`config.mk`:
```
export PLATFORM = sky130hd
export DESIGN_NAME = sdclk_divider
export DESIGN_NICKNAME = d
export VERILOG_FILES = /design/src/rtl/sdclk_pkg.sv /design/src/rtl/sdclk_cfg_reg.sv /design/src/rtl/sdclk_half_calc.sv /design/src/rtl/sdclk_gen_fsm.sv /design/src/rtl/sdclk_divider.sv
export SDC_FILE = /design/constraint.sdc
export NUM_CORES = 1
export LEC_CHECK = 0
export ABC_CLOCK_PERIOD_IN_PS = 6100
export BUFFER_PORTS_ARGS = -buffer_cell sky130_fd_sc_hd__clkbuf_2
export CAP_MARGIN = 20
export CORE_MARGIN = 2
export CORE_UTILIZATION = 30
export DETAILED_ROUTE_END_ITERATION = 6
export GPL_TIMING_DRIVEN = 0
export PLACE_DENSITY = 0.57
export SYNTH_ARGS = -nofsm -noshare
export SYNTH_HDL_FRONTEND = slang
export SYNTH_HIERARCHICAL = 1
export SYNTH_SLANG_ARGS = --single-unit
```
`constraint.sdc`:
```
create_clock -name clk -period 6.1 [get_ports clk]
set_input_delay 1.22 -clock clk [delete_from_list [all_inputs] [get_ports clk]]
set_output_delay 1.22 -clock clk [all_outputs]
set_load 0.01 [all_outputs]
```
`src/rtl/sdclk_pkg.sv`:
```
package sdclk_pkg;
    localparam int REG_W      = 32;
    localparam int PRE_LSB    = 8;
    localparam int PRE_W      = 8;
    localparam int DIV_LSB    = 4;
    localparam int DIV_W      = 4;
    localparam int TOUT_LSB   = 16;
    localparam int TOUT_W     = 4;
    localparam int TOUT_MAX   = 14;
    localparam int RUN_BIT    = 2;
    localparam int HALF_W     = PRE_W + DIV_W;

    typedef enum logic [1:0] {
        ST_OFF,
        ST_SETTLE,
        ST_HIGH,
        ST_LOW
    } sdclk_state_e;
endpackage

```
`src/rtl/sdclk_cfg_reg.sv`:
```
module sdclk_cfg_reg
    import sdclk_pkg::*;
(
    input  logic                 clk,
    input  logic                 rst_n,
    input  logic                 wr_en,
    input  logic [REG_W-1:0]     wr_data,
    output logic [REG_W-1:0]     cfg_q,
    output logic                 div_chg_q,
    output logic [TOUT_W-1:0]    tout_exp
);
    localparam int FLD_HI = PRE_LSB + PRE_W - 1;

    logic fld_diff;
    logic [TOUT_W-1:0] tout_raw;

    assign fld_diff = (wr_data[FLD_HI:DIV_LSB] != cfg_q[FLD_HI:DIV_LSB]);

    always_ff @(posedge clk or negedge rst_n) begin
        if (!rst_n) begin
            cfg_q     <= '0;
            div_chg_q <= 1'b0;
        end else begin
            div_chg_q <= wr_en && fld_diff;
            if (wr_en) begin
                cfg_q <= wr_data;
            end
        end
    end

    assign tout_raw = cfg_q[TOUT_LSB +: TOUT_W];

    always_comb begin
        if (tout_raw > TOUT_W'(TOUT_MAX)) begin
            tout_exp = TOUT_W'(TOUT_MAX);
        end else begin
            tout_exp = tout_raw;
        end
    end
endmodule

```
`src/rtl/sdclk_half_calc.sv`:
```
module sdclk_half_calc
    import sdclk_pkg::*;
(
    input  logic [PRE_W-1:0]  pre_code,
    input  logic [DIV_W-1:0]  div_code,
    output logic [HALF_W-1:0] half_len
);
    localparam int SH_W = $clog2(PRE_W);

    logic [SH_W-1:0]   top_bit;
    logic [HALF_W-1:0] lin_val;

    // highest set bit of the prescaler code; a zero code acts as 1
    always_comb begin
        top_bit = '0;
        for (int i = 0; i < PRE_W; i++) begin
            if (pre_code[i]) begin
                top_bit = SH_W'(i);
            end
        end
    end

    assign lin_val  = HALF_W'(div_code) + HALF_W'(1);
    assign half_len = lin_val << top_bit;
endmodule

```
`src/rtl/sdclk_gen_fsm.sv`:
```
module sdclk_gen_fsm
    import sdclk_pkg::*;
(
    input  logic              clk,
    input  logic              rst_n,
    input  logic              run_en,
    input  logic              div_chg,
    input  logic [HALF_W-1:0] half_cfg,
    output logic              card_clk,
    output logic              clk_stable
);
    sdclk_state_e      state_q, state_d;
    logic [HALF_W-1:0] cnt_q, cnt_d;
    logic [HALF_W-1:0] hact_q, hact_d;
    logic              pend_q, pend_d;
    logic              last;
    logic              clk_q, stab_q;

    assign last = (cnt_q == hact_q - HALF_W'(1));

    always_comb begin
        state_d = state_q;
        cnt_d   = cnt_q;
        hact_d  = hact_q;
        pend_d  = pend_q;
        unique case (state_q)
            ST_OFF: begin
                if (run_en) begin
                    state_d = ST_SETTLE;
                    hact_d  = half_cfg;
                    cnt_d   = '0;
                    pend_d  = 1'b0;
                end
            end
            ST_SETTLE: begin
                if (div_chg) begin
                    hact_d = half_cfg;
                    cnt_d  = '0;
                end else if (last) begin
                    state_d = ST_HIGH;
                    cnt_d   = '0;
                end else begin
                    cnt_d = cnt_q + HALF_W'(1);
                end
            end
            ST_HIGH: begin
                if (last) begin
                    cnt_d = '0;
                    if (pend_q || div_chg) begin
                        state_d = ST_SETTLE;
                        hact_d  = half_cfg;
                        pend_d  = 1'b0;
                    end else begin
                        state_d = ST_LOW;
                    end
                end else begin
                    cnt_d = cnt_q + HALF_W'(1);
                    if (div_chg) begin
                        pend_d = 1'b1;
                    end
                end
            end
            ST_LOW: begin
                if (div_chg) begin
                    state_d = ST_SETTLE;
                    hact_d  = half_cfg;
                    cnt_d   = '0;
                end else if (last) begin
                    state_d = ST_HIGH;
                    cnt_d   = '0;
                end else begin
                    cnt_d = cnt_q + HALF_W'(1);
                end
            end
            default: state_d = ST_OFF;
        endcase
        if (!run_en) begin
            state_d = ST_OFF;
            cnt_d   = '0;
            pend_d  = 1'b0;
        end
    end

    // state register
    always_ff @(posedge clk or negedge rst_n) begin
        if (!rst_n) begin
            state_q <= ST_OFF;
            cnt_q   <= '0;
            hact_q  <= HALF_W'(1);
            pend_q  <= 1'b0;
        end else begin
            state_q <= state_d;
            cnt_q   <= cnt_d;
            hact_q  <= hact_d;
            pend_q  <= pend_d;
        end
    end

    // registered outputs
    always_ff @(posedge clk or negedge rst_n) begin
        if (!rst_n) begin
            clk_q  <= 1'b0;
            stab_q <= 1'b0;
        end else begin
            clk_q <= (state_d == ST_HIGH);
            if (state_d == ST_OFF || div_chg) begin
                stab_q <= 1'b0;
            end else if (state_q == ST_LOW && last) begin
                stab_q <= 1'b1;
            end
        end
    end

    assign card_clk   = clk_q;
    assign clk_stable = stab_q;
endmodule

```
`src/rtl/sdclk_divider.sv`:
```
module sdclk_divider
    import sdclk_pkg::*;
(
    input  logic              clk,
    input  logic              rst_n,
    input  logic              sysctl_wr,
    input  logic [REG_W-1:0]  sysctl_wdata,
    output logic [REG_W-1:0]  sysctl_q,
    output logic              card_clk,
    output logic              clk_stable,
    output logic [TOUT_W-1:0] tout_exp
);
    logic              div_chg;
    logic [HALF_W-1:0] half_cfg;

    sdclk_cfg_reg u_reg (
        .clk       (clk),
        .rst_n     (rst_n),
        .wr_en     (sysctl_wr),
        .wr_data   (sysctl_wdata),
        .cfg_q     (sysctl_q),
        .div_chg_q (div_chg),
        .tout_exp  (tout_exp)
    );

    sdclk_half_calc u_half (
        .pre_code (sysctl_q[PRE_LSB +: PRE_W]),
        .div_code (sysctl_q[DIV_LSB +: DIV_W]),
        .half_len (half_cfg)
    );

    sdclk_gen_fsm u_fsm (
        .clk        (clk),
        .rst_n      (rst_n),
        .run_en     (sysctl_q[RUN_BIT]),
        .div_chg    (div_chg),
        .half_cfg   (half_cfg),
        .card_clk   (card_clk),
        .clk_stable (clk_stable)
    );
endmodule

```
==> flow_summary_export.csv, run 1 <==
group,metric,value,unit
setup_path,end_kind,"register",
routing,viasPerCell,4.81,
routing,wire_per_inst,14.5,um
flow_run,drv_cap,0,
synth,synth-seq-area-share,41.1,%
placement,io_buffers,71,
layout,drive_above_1_share,37.9,%
layout,antenna_cells,0,
power_and_ir_drop,power_density,289,nW/um^2
die,die_y,116,um
layout,num-nets-final,460,
sta,rsz0062_at_grt,"false",
synth,synthFlopType,"dfrtp_1",
die,core,12200,sq um
power_and_ir_drop,power,1350,uW
power_and_ir_drop,p_leak,0.00217,uW
global_route,grt_max_degree,63,
sta,slew-limit-headroom,50.6,%
routing,vias,2859,
clock_network,postCtsHoldBufs,0,
clock_network,clock_latency,0.33,ns
die,rows,40,
synth,ys_types,61,
clock_network,cts_tree,"built",
clock_network,cts_resized,0,
power_and_ir_drop,net-switching-power,408,uW
setup_path,reg2reg_depth,10,
min_path,holdCritStartpoint,"u_reg/cfg_q[23]$_DFFE_PN0P_",
clock_network,clock_path_buffers,2,
setup_path,rrSetupSlack,3.02,ns
placement,dpl.hpwl,6220,um
sta,min_period_over_period,50.5,%
power_and_ir_drop,internal-power,946,uW
sta,slew_viol_final,0,
synth,syn-num-nets,377,
power_and_ir_drop,p_sw_share,30.1,%
sta,max_freq,325,MHz
power_and_ir_drop,p_seq_share,36.4,%
synth,synth_top_area_share,40.4,%
setup_path,setup.worst_path.start_class,"register",
synth,synth.area.top_cells,"dfrtp_1 40%, mux2_4 15%, xnor2_1 5.6%, xor2_1 3.5%, nor2_1 2.9%",
clock_network,clkTransAtPathRegs,0.06,ns
synth,async_flop_share,100,%
setup_path,timing.rr.start,"u_fsm/hact_q[1]$_DFFE_PN0P_",
sta,setup_viol,0,
global_route,grt_pass1_vias,3016,
layout,ff_latch_area,1550,sq um
clock_network,cts_root_buf,"clkbuf_16",
routing,ant_nets,0,
placement,place.gp.congestion,0.852,
layout,multi_input_area,2020,sq um
synth,synth_most_common_cell,"dfrtp_1",
synth,ys_warn_count,6,
global_route,antenna_found_initial,0,
synth,avgSynthCellArea,11.1,sq um
global_route,grtUsageTotal,13.9,%
clock_network,numClockSinks,62,
die,dieArea,13500,sq um
setup_path,crit_type,"reg -> reg",
synth,ys_seq_elements,62,
sta,tightestPinTransition,0.734,ns
synth,syn_inst,339,
synth,synth_common_cells,"61 x dfrtp_1, 37 x mux2_4, 29 x nor2_1",
layout,fillers,1186,
min_path,min_path_cells,1,
setup_path,arrival,3.29,ns
routing,drt_first_pass_iters,4,
min_path,min_path_type,"reg -> reg",
routing,drc_errors,0,
global_route,grt_pass1_wl,14500,um
sta,finalSetupTns,0,ns
clock_network,postCtsSetupBuffers,0,
layout,syn2layout_area_growth,23.9,%
layout,fin_util,38.5,%
outcome,outcome,"complete, no violations",
routing,drt_iter0_drc,166,
sta,skew,0.00549,ns
min_path,hold_path_end,"u_reg/cfg_q[23]$_DFFE_PN0P_",
setup_path,reg2reg_to,"u_fsm/hact_q[11]$_DFFE_PN0P_",
power_and_ir_drop,irDropWorstVdd,0.000136,V
die,io_pins,73,
global_route,grt.overflow.total,0,
sta,fin_crit,3.08,ns
clock_network,cts_htree_levels,3,
setup_path,worstPathRequired,6.32,ns
sta,hold_viol_final,0,
die,dieWidth,116,um
synth,synth_edf_count,0,
power_and_ir_drop,combPwrFrac,24.4,%
die,initial_core_util,31.1,%
clock_network,cts_buffers,9,
power_and_ir_drop,p_clk_share,39.2,%
synth,mappedNetlistArea,3780,sq um
synth,yosysTopAreaCell,"dfrtp_1",
setup_path,cp_max_fo,10,
routing,wl,8610,um
## layout by cell type (no fill, tap or decap), drive strengths merged, types with 3 or more instances in the layout
| cell | instances |
|---|---|
| nor2b | 4 |
| o21ai | 9 |
| and3 | 8 |
| a31oi | 5 |
| dfrtp | 61 |
| nand2b | 5 |
| buf | 14 |
| o31ai | 4 |
| xor2 | 15 |
| nand3 | 9 |
| xnor2 | 24 |
| nor4 | 4 |
| ha | 3 |
| nor2 | 30 |
| a211oi | 3 |
| a21oi | 10 |
| nand4 | 10 |
| clkbuf | 89 |
| nand2 | 15 |
| or3 | 3 |
| nor3 | 6 |
| o211ai | 5 |
| mux2 | 44 |
| mux2i | 5 |
| inv | 11 |
## power groups by stage
| stage | clock (uW) | combinational [uW] | sequential, uW |
|---|---|---|---|
| 5_1_grt | 567 | 363 | 501 |
| 2_1_floorplan | 0 | 235 | 498 |
| 3_5_place_dp | 0 | 330 | 500 |
| 3_3_place_gp | 0 | 323 | 500 |
| 4_1_cts | 549 | 333 | 494 |
| 6_report | 531 | 330 | 493 |
## state kept, by name, indices dropped and copies added, names as in the netlist
signal            cells
u_reg/cfg_q          32
u_fsm/pend_q          1
u_fsm/clk_stable      1
u_fsm/card_clk        1
u_reg/div_chg_q       1
u_fsm/state_q         2
u_fsm/cnt_q          12
u_fsm/hact_q         12
## metrics by stage
stage	hold WS [ns]	std cells	worst slack [ns]	area, sq um
floorplan	0.483	339	3.38	3780
global placement	0.494	578	3.10	4340
detailed placement	0.494	579	3.06	4370
CTS	0.514	595	3.02	4680
global route	0.535	595	2.84	4680
finish	0.509	595	3.02	4680
## cell type report
cell class | instances | area share (%)
Multi-Input combinational cell | 247 | 43.2
Sequential cell | 62 | 33.2
Timing Repair Buffer | 72 | 8.23
Clock buffer | 10 | 5.10
Tap cell | 168 | 4.49
Buffer | 21 | 3.61
Clock inverter | 6 | 1.47
Inverter | 9 | 0.722
## kinds of logic after synthesis
| family | Yosys count | synth area share, % |
|---|---|---|
| compound gates | 49 | 9.60 |
| xor+xnor | 39 | 9.04 |
| fa+ha+maj | 3 | 0.993 |
| buf+inv | 30 | 5.36 |
| flops | 62 | 41.1 |
| mux | 49 | 18.1 |
| simple gates | 107 | 15.8 |
## how the worst max path moves through the flow
stage,from,end,slack (ns),cells after the start
2_1_floorplan,u_fsm/hact_q[2]$_DFFE_PN0P_,u_fsm/hact_q[10]$_DFFE_PN0P_,3.38,10
3_5_place_dp,u_fsm/hact_q[1]$_DFFE_PN0P_,u_fsm/hact_q[11]$_DFFE_PN0P_,3.06,10
5_1_grt,u_fsm/hact_q[1]$_DFFE_PN0P_,u_fsm/hact_q[11]$_DFFE_PN0P_,2.84,10
3_3_place_gp,u_fsm/hact_q[1]$_DFFE_PN0P_,u_fsm/hact_q[11]$_DFFE_PN0P_,3.10,10
4_1_cts,u_fsm/hact_q[1]$_DFFE_PN0P_,u_fsm/hact_q[11]$_DFFE_PN0P_,3.02,10
6_report,u_fsm/hact_q[1]$_DFFE_PN0P_,u_fsm/hact_q[11]$_DFFE_PN0P_,3.02,10
## worst max-delay path, cell delays in order, from the launching register on
cell and delay (ns):
dfrtp_1 0.41, inv_1 0.06, ha_1 0.22, or3b_2 0.51, nor4_1 0.30, xnor2_1 0.16, nor4b_2 0.43, nand4_2 0.19
o211ai_4 0.14, buf_6 0.22, mux2_4 0.31
## metal layers
layer | routed length [um] | track usage, % | vias to the layer above
met4 | 151 | 6.43 | 0
met1 | 3990 | 17.7 | 1380
li1 | - | - | 1371
met2 | 3980 | 22.0 | 95
met5 | 0 | 0 | -
met3 | 487 | 4.10 | 13
No activity file was read; power rests on OpenSTA's default activity.
==> run 2, diff against run 1 <==
ABC_CLOCK_PERIOD_IN_PS = 2750   (was 6100)
PLACE_DENSITY = 0.58   (was 0.57)
clock period = 2.75 ns   (was 6.1 ns; I/O delays follow)
==> flow_summary_export.csv, run 2 (synthesized netlist as in run 1, its figures left out) <==
group,metric,value,unit
routing,drt_first_pass_iters,4,
routing,viasPerCell,4.83,
global_route,grt_max_degree,63,
setup_path,cp_max_fo,5,
layout,final_cell_mix,"70 x clkbuf_2, 61 x dfrtp_1, 39 x mux2_4",
setup_path,crit_buf_inv,5,
power_and_ir_drop,p_leak,0.00228,uW
global_route,grt.overflow.total,0,
layout,top_register,"u_reg/cfg_q",
layout,largest_registers,"u_reg/cfg_q (32), u_fsm/cnt_q (12), u_fsm/hact_q (12)",
die,initial_core_util,31.1,%
routing,vias,2924,
setup_path,crit_family,"simple AND/OR/NAND/NOR gates",
layout,mostFrequentLayoutCell,"clkbuf_2",
routing,drt_iter0_drc,174,
placement,io_buffers,71,
die,core,12200,sq um
global_route,antenna_found_initial,0,
flow_run,drv_cap,0,
setup_path,end_kind,"register",
clock_network,clock_path_buffers,2,
clock_network,clkTransAtPathRegs,0.06,ns
placement,place.gp.congestion,0.825,
sta,slew-limit-headroom,53.7,%
min_path,min_path_type,"in -> async",
layout,drive_above_1_share,44.3,%
placement,place_ws,-0.244,ns
setup_path,cp_cell_sequence,"buf_6, or4_4, buf_6, or3_1, nand4_1, nor4b_4, buf_4, buf_4, nand3_2, o2111ai_4, buf_6, nor2_1",
sta,tightestPinTransition,0.689,ns
power_and_ir_drop,irDropWorstVdd,0.000389,V
setup_path,arrival,2.93,ns
setup_path,setup.worst_path.start_class,"register",
sta,slew_viol_final,0,
clock_network,clock_latency,0.33,ns
sta,hold_viol_final,0,
layout,fillers,1178,
sta,max_freq,373,MHz
sta,skew,0.00584,ns
layout,largest_register_ffs,32,
sta,fin_ws,0.0685,ns
routing,wire_per_inst,14.9,um
routing,ant_nets,0,
setup_path,cpMaxStageDelayCell,"or4_4",
setup_path,worstPathRequired,3.00,ns
setup_path,crit_type,"reg -> reg",
sta,fin_crit,2.68,ns
setup_path,cp_common_cell,"buf_6",
setup_path,rrSetupSlack,0.07,ns
die,rows,40,
power_and_ir_drop,power_density,643,nW/um^2
clock_network,cts_root_buf,"clkbuf_16",
die,die_y,116,um
die,dieArea,13500,sq um
sta,rsz0062_at_grt,"true",
clock_network,cts_htree_levels,3,
sta,setup_viol,0,
power_and_ir_drop,power,3200,uW
layout,num-nets-final,471,
layout,antenna_cells,0,
clock_network,postCtsHoldBufs,0,
clock_network,numClockSinks,62,
sta,min_period_over_period,97.5,%
clock_network,cts_buffers,9,
clock_network,cts_tree,"built",
die,dieWidth,116,um
layout,syn2layout_area_growth,31.6,%
global_route,grt_pass1_vias,3010,
global_route,grtUsageTotal,14.6,%
die,io_pins,73,
setup_path,critPathMaxStageDelay,0.54,ns
outcome,outcome,"complete, no violations",
placement,dpl.hpwl,6300,um
global_route,grt_pass1_wl,15400,um
routing,wl,9040,um
routing,drc_errors,0,
## run 2: worst reg2reg max path: stages (launching register included)
cell	delay, ns
dfstp_2	0.38
buf_6	0.11
or4_4	0.54
buf_6	0.17
or3_1	0.34
nand4_1	0.19
nor4b_4	0.08
buf_4	0.14
buf_4	0.13
nand3_2	0.08
o2111ai_4	0.15
buf_6	0.18
nor2_1	0.12
## run 2: metrics by stage
step	utilization (%)	hold slack [ns]	std cells	instance area (sq um)	setup TNS (ns)
after floorplan	-	0.254	339	3780	0
after global placement	35.7	0.494	578	4340	-2.22
after detailed placement	36.0	0.492	579	4370	-3.29
after CTS	40.2	0.254	603	4890	-0.488
after global routing	40.9	0.255	606	4970	-1.50
final	40.9	0.228	606	4970	0
## run 2: repair_timing
action / CTS / global route
buffers inserted: 7 / 5
pin swaps: 10 / 8
endpoints found under the setup margin: 24 / 27
gates resized for setup: 25 / 18
cloned: 2 / 0
## run 2: layer usage
| layer | track usage, % | part of all wire (%) | up-vias |
|---|---|---|---|
| met5 | 0 | 0 | - |
| met4 | 4.92 | 1.6 | 0 |
| met3 | 4.72 | 6.3 | 10 |
| met2 | 22.9 | 46 | 89 |
| met1 | 19.2 | 46 | 1434 |
| li1 | - | - | 1391 |
## run 2: cell type report
type                            count  area, sq um  area share [%]
Inverter                            9         33.8           0.680
Tap cell                          168          210            4.23
Multi-Input combinational cell    247         2170            43.6
Clock inverter                      7         96.3            1.94
Sequential cell                    62         1550            31.2
Buffer                             18          159            3.20
Clock buffer                        9          225            4.53
Timing Repair Buffer               86          526            10.6
## run 2: path summary, 6_finish.rpt
kind                                              from                            to  cells after the start
max in group asynchronous                        rst_n   u_fsm/hact_q[0]$_DFFE_PN1P_                      2
setup / recovery           u_fsm/hact_q[0]$_DFFE_PN1P_      u_fsm/cnt_q[0]$_DFF_PN0_                     12
hold / removal                                   rst_n  u_fsm/hact_q[10]$_DFFE_PN0P_                      2
setup reg to reg           u_fsm/hact_q[0]$_DFFE_PN1P_      u_fsm/cnt_q[0]$_DFF_PN0_                     12
min in group clk                      sysctl_wdata[16]   u_reg/cfg_q[16]$_DFFE_PN0P_                      3
hold reg to reg            u_reg/cfg_q[27]$_DFFE_PN0P_   u_reg/cfg_q[27]$_DFFE_PN0P_                      1
## run 2: power breakdown
| part | internal, uW | total, uW | switching (uW) |
|---|---|---|---|
| registers | 993 | 1100 | 110 |
| clock network | 794 | 1220 | 425 |
| logic | 451 | 875 | 424 |
| total | 2240 | 3200 | 959 |
==> run 3, diff against run 2 <==
GPL_TIMING_DRIVEN = default   (was 0)
==> flow_summary_export.csv, run 3 (synthesized netlist as in run 1, its figures left out) <==
group,metric,value,unit
routing,ant_nets,0,
power_and_ir_drop,p_leak,0.00220,uW
min_path,min_path_type,"in -> async",
layout,drive_above_1_share,42.1,%
setup_path,end_kind,"register",
sta,setup_viol,0,
global_route,grt.overflow.total,0,
sta,max_freq,372,MHz
routing,wl,8490,um
clock_network,cts_htree_levels,3,
placement,dp.cells,573,
global_route,grt_pass1_wl,14000,um
sta,rsz0062_at_grt,"true",
die,dieArea,13500,sq um
setup_path,cp_max_fo,5,
global_route,antenna_found_initial,0,
routing,drt_first_pass_iters,4,
sta,holdWs,0.279,ns
die,core,12200,sq um
placement,place.gp.congestion,0.875,
clock_network,cts_root_buf,"clkbuf_16",
global_route,grtUsageTotal,13.4,%
clock_network,cts_tree,"built",
layout,fin_cells,593,
layout,final_cell_mix,"72 x clkbuf_2, 61 x dfrtp_1, 37 x mux2_4",
sta,hold_viol_final,0,
clock_network,cts_buffers,9,
layout,finalInstanceArea,4760,sq um
setup_path,setup.worst_path.start_class,"register",
routing,viasPerCell,4.80,
routing,vias,2849,
layout,ff_latch_area,1550,sq um
placement,placed_area,4320,sq um
layout,largest_register_ffs,32,
power_and_ir_drop,power,3100,uW
layout,top_register,"u_reg/cfg_q",
global_route,grt_max_degree,29,
power_and_ir_drop,irDropWorstVdd,0.000355,V
flow_run,drv_cap,0,
clock_network,postCtsHoldBufs,0,
die,initial_core_util,31.1,%
layout,multi_input_area,2100,sq um
routing,drc_errors,0,
sta,fin_crit,2.69,ns
setup_path,arrival,2.90,ns
sta,finalSetupTns,0,ns
layout,antenna_cells,0,
routing,wire_per_inst,14.3,um
clock_network,clock_latency,0.33,ns
sta,slew-limit-headroom,50.4,%
setup_path,crit_type,"reg -> reg",
outcome,outcome,"complete, no violations",
placement,dpl.hpwl,6270,um
clock_network,clock_path_buffers,2,
routing,drt_iter0_drc,148,
sta,min_period_over_period,97.8,%
layout,syn2layout_area_growth,26.0,%
sta,tightestPinTransition,0.744,ns
clock_network,clkTransAtPathRegs,0.05,ns
layout,num-nets-final,458,
layout,largest_registers,"u_reg/cfg_q (32), u_fsm/cnt_q (12), u_fsm/hact_q (12)",
clock_network,numClockSinks,62,
layout,fillers,1187,
global_route,grt_pass1_vias,2878,
die,die_y,116,um
sta,skew,0.00825,ns
sta,slew_viol_final,0,
die,io_pins,73,
die,rows,40,
power_and_ir_drop,power_density,650,nW/um^2
die,dieWidth,116,um
setup_path,worstPathRequired,2.96,ns
placement,io_buffers,72,
layout,mostFrequentLayoutCell,"clkbuf_2",
==> run 3: cell types whose count changed in the layout (fill, tap and decap cells not counted), sizes merged <==
cell      before  now
buf           26   18
bufinv         2    1
clkbuf        87   85
clkinvlp       3    2
inv           10    9
==> run 3: worst paths after layout <==
| kind | start | end | slack (ns) | depth (start not counted) |
|---|---|---|---|---|
| setup / recovery | u_fsm/hact_q[1]$_DFFE_PN0P_ | u_fsm/hact_q[3]$_DFFE_PN0P_ | 0.06 | 8 |
| min in group clk | sysctl_wdata[16] | u_reg/cfg_q[16]$_DFFE_PN0P_ | 0.44 | 3 |
| hold / removal | rst_n | u_fsm/hact_q[2]$_DFFE_PN0P_ | 0.28 | 1 |
| max in group asynchronous | rst_n | u_fsm/cnt_q[10]$_DFF_PN0_ | 1.87 | 2 |
| setup reg to reg | u_fsm/hact_q[1]$_DFFE_PN0P_ | u_fsm/hact_q[3]$_DFFE_PN0P_ | 0.06 | 8 |
| hold reg to reg | u_reg/cfg_q[29]$_DFFE_PN0P_ | u_reg/cfg_q[29]$_DFFE_PN0P_ | 0.52 | 1 |
==> run 3: cell type report <==
class | instances | area share [%]
multi-input combinational | 247 | 44.1
sequential | 62 | 32.6
timing repair buffer | 91 | 11.5
clock buffer | 12 | 5.60
tap | 168 | 4.42
clock inverter | 4 | 1.13
inverter | 9 | 0.710
==> run 3: routing by layer <==
layer  track usage, %  vias to the layer above  part of all wire (%)
li1                 -                     1370                     -
met1             18.0                     1342                    46
met2             20.5                      122                    45
met3             3.89                       15                   6.8
met4             5.00                        0                   2.2
met5                0                        -                     0
==> run 3: repair_timing <==
| action | 4_1_cts | 5_1_grt |
|---|---|---|
| setup endpoints to repair | 10 | 26 |
| buffers inserted | 1 | 2 |
| resized for setup | 2 | 13 |
| hold endpoints to repair | 0 | 0 |
| pin swaps | 1 | 8 |
| cloned | 0 | 1 |
==> run 3: through the flow <==
step,worst slack [ns],util [%]
final,0.0619,39.1
after global routing,-0.0289,39.1
after CTS,0.00673,38.3
after detailed placement,-0.0241,35.5
after global placement,0.0457,35.5
after floorplan,0.0325,-
==> run 3: critical path, stage by stage (launching register included) <==
cell and delay (ns):
dfrtp_1 0.41, or4_4 0.57, or4_1 0.54, a32oi_2 0.23, o21ai_2 0.10, nand4_2 0.12, o211ai_4 0.12, clkbuf_16 0.19
mux2_4 0.28
==> run 3: report_power, final <==
part	switching (uW)	leakage [uW]	internal (uW)
Combinational	376	0.00128	419
Clock	407	0.000151	776
Sequential	126	0.000776	993
Total	909	0.00220	2190
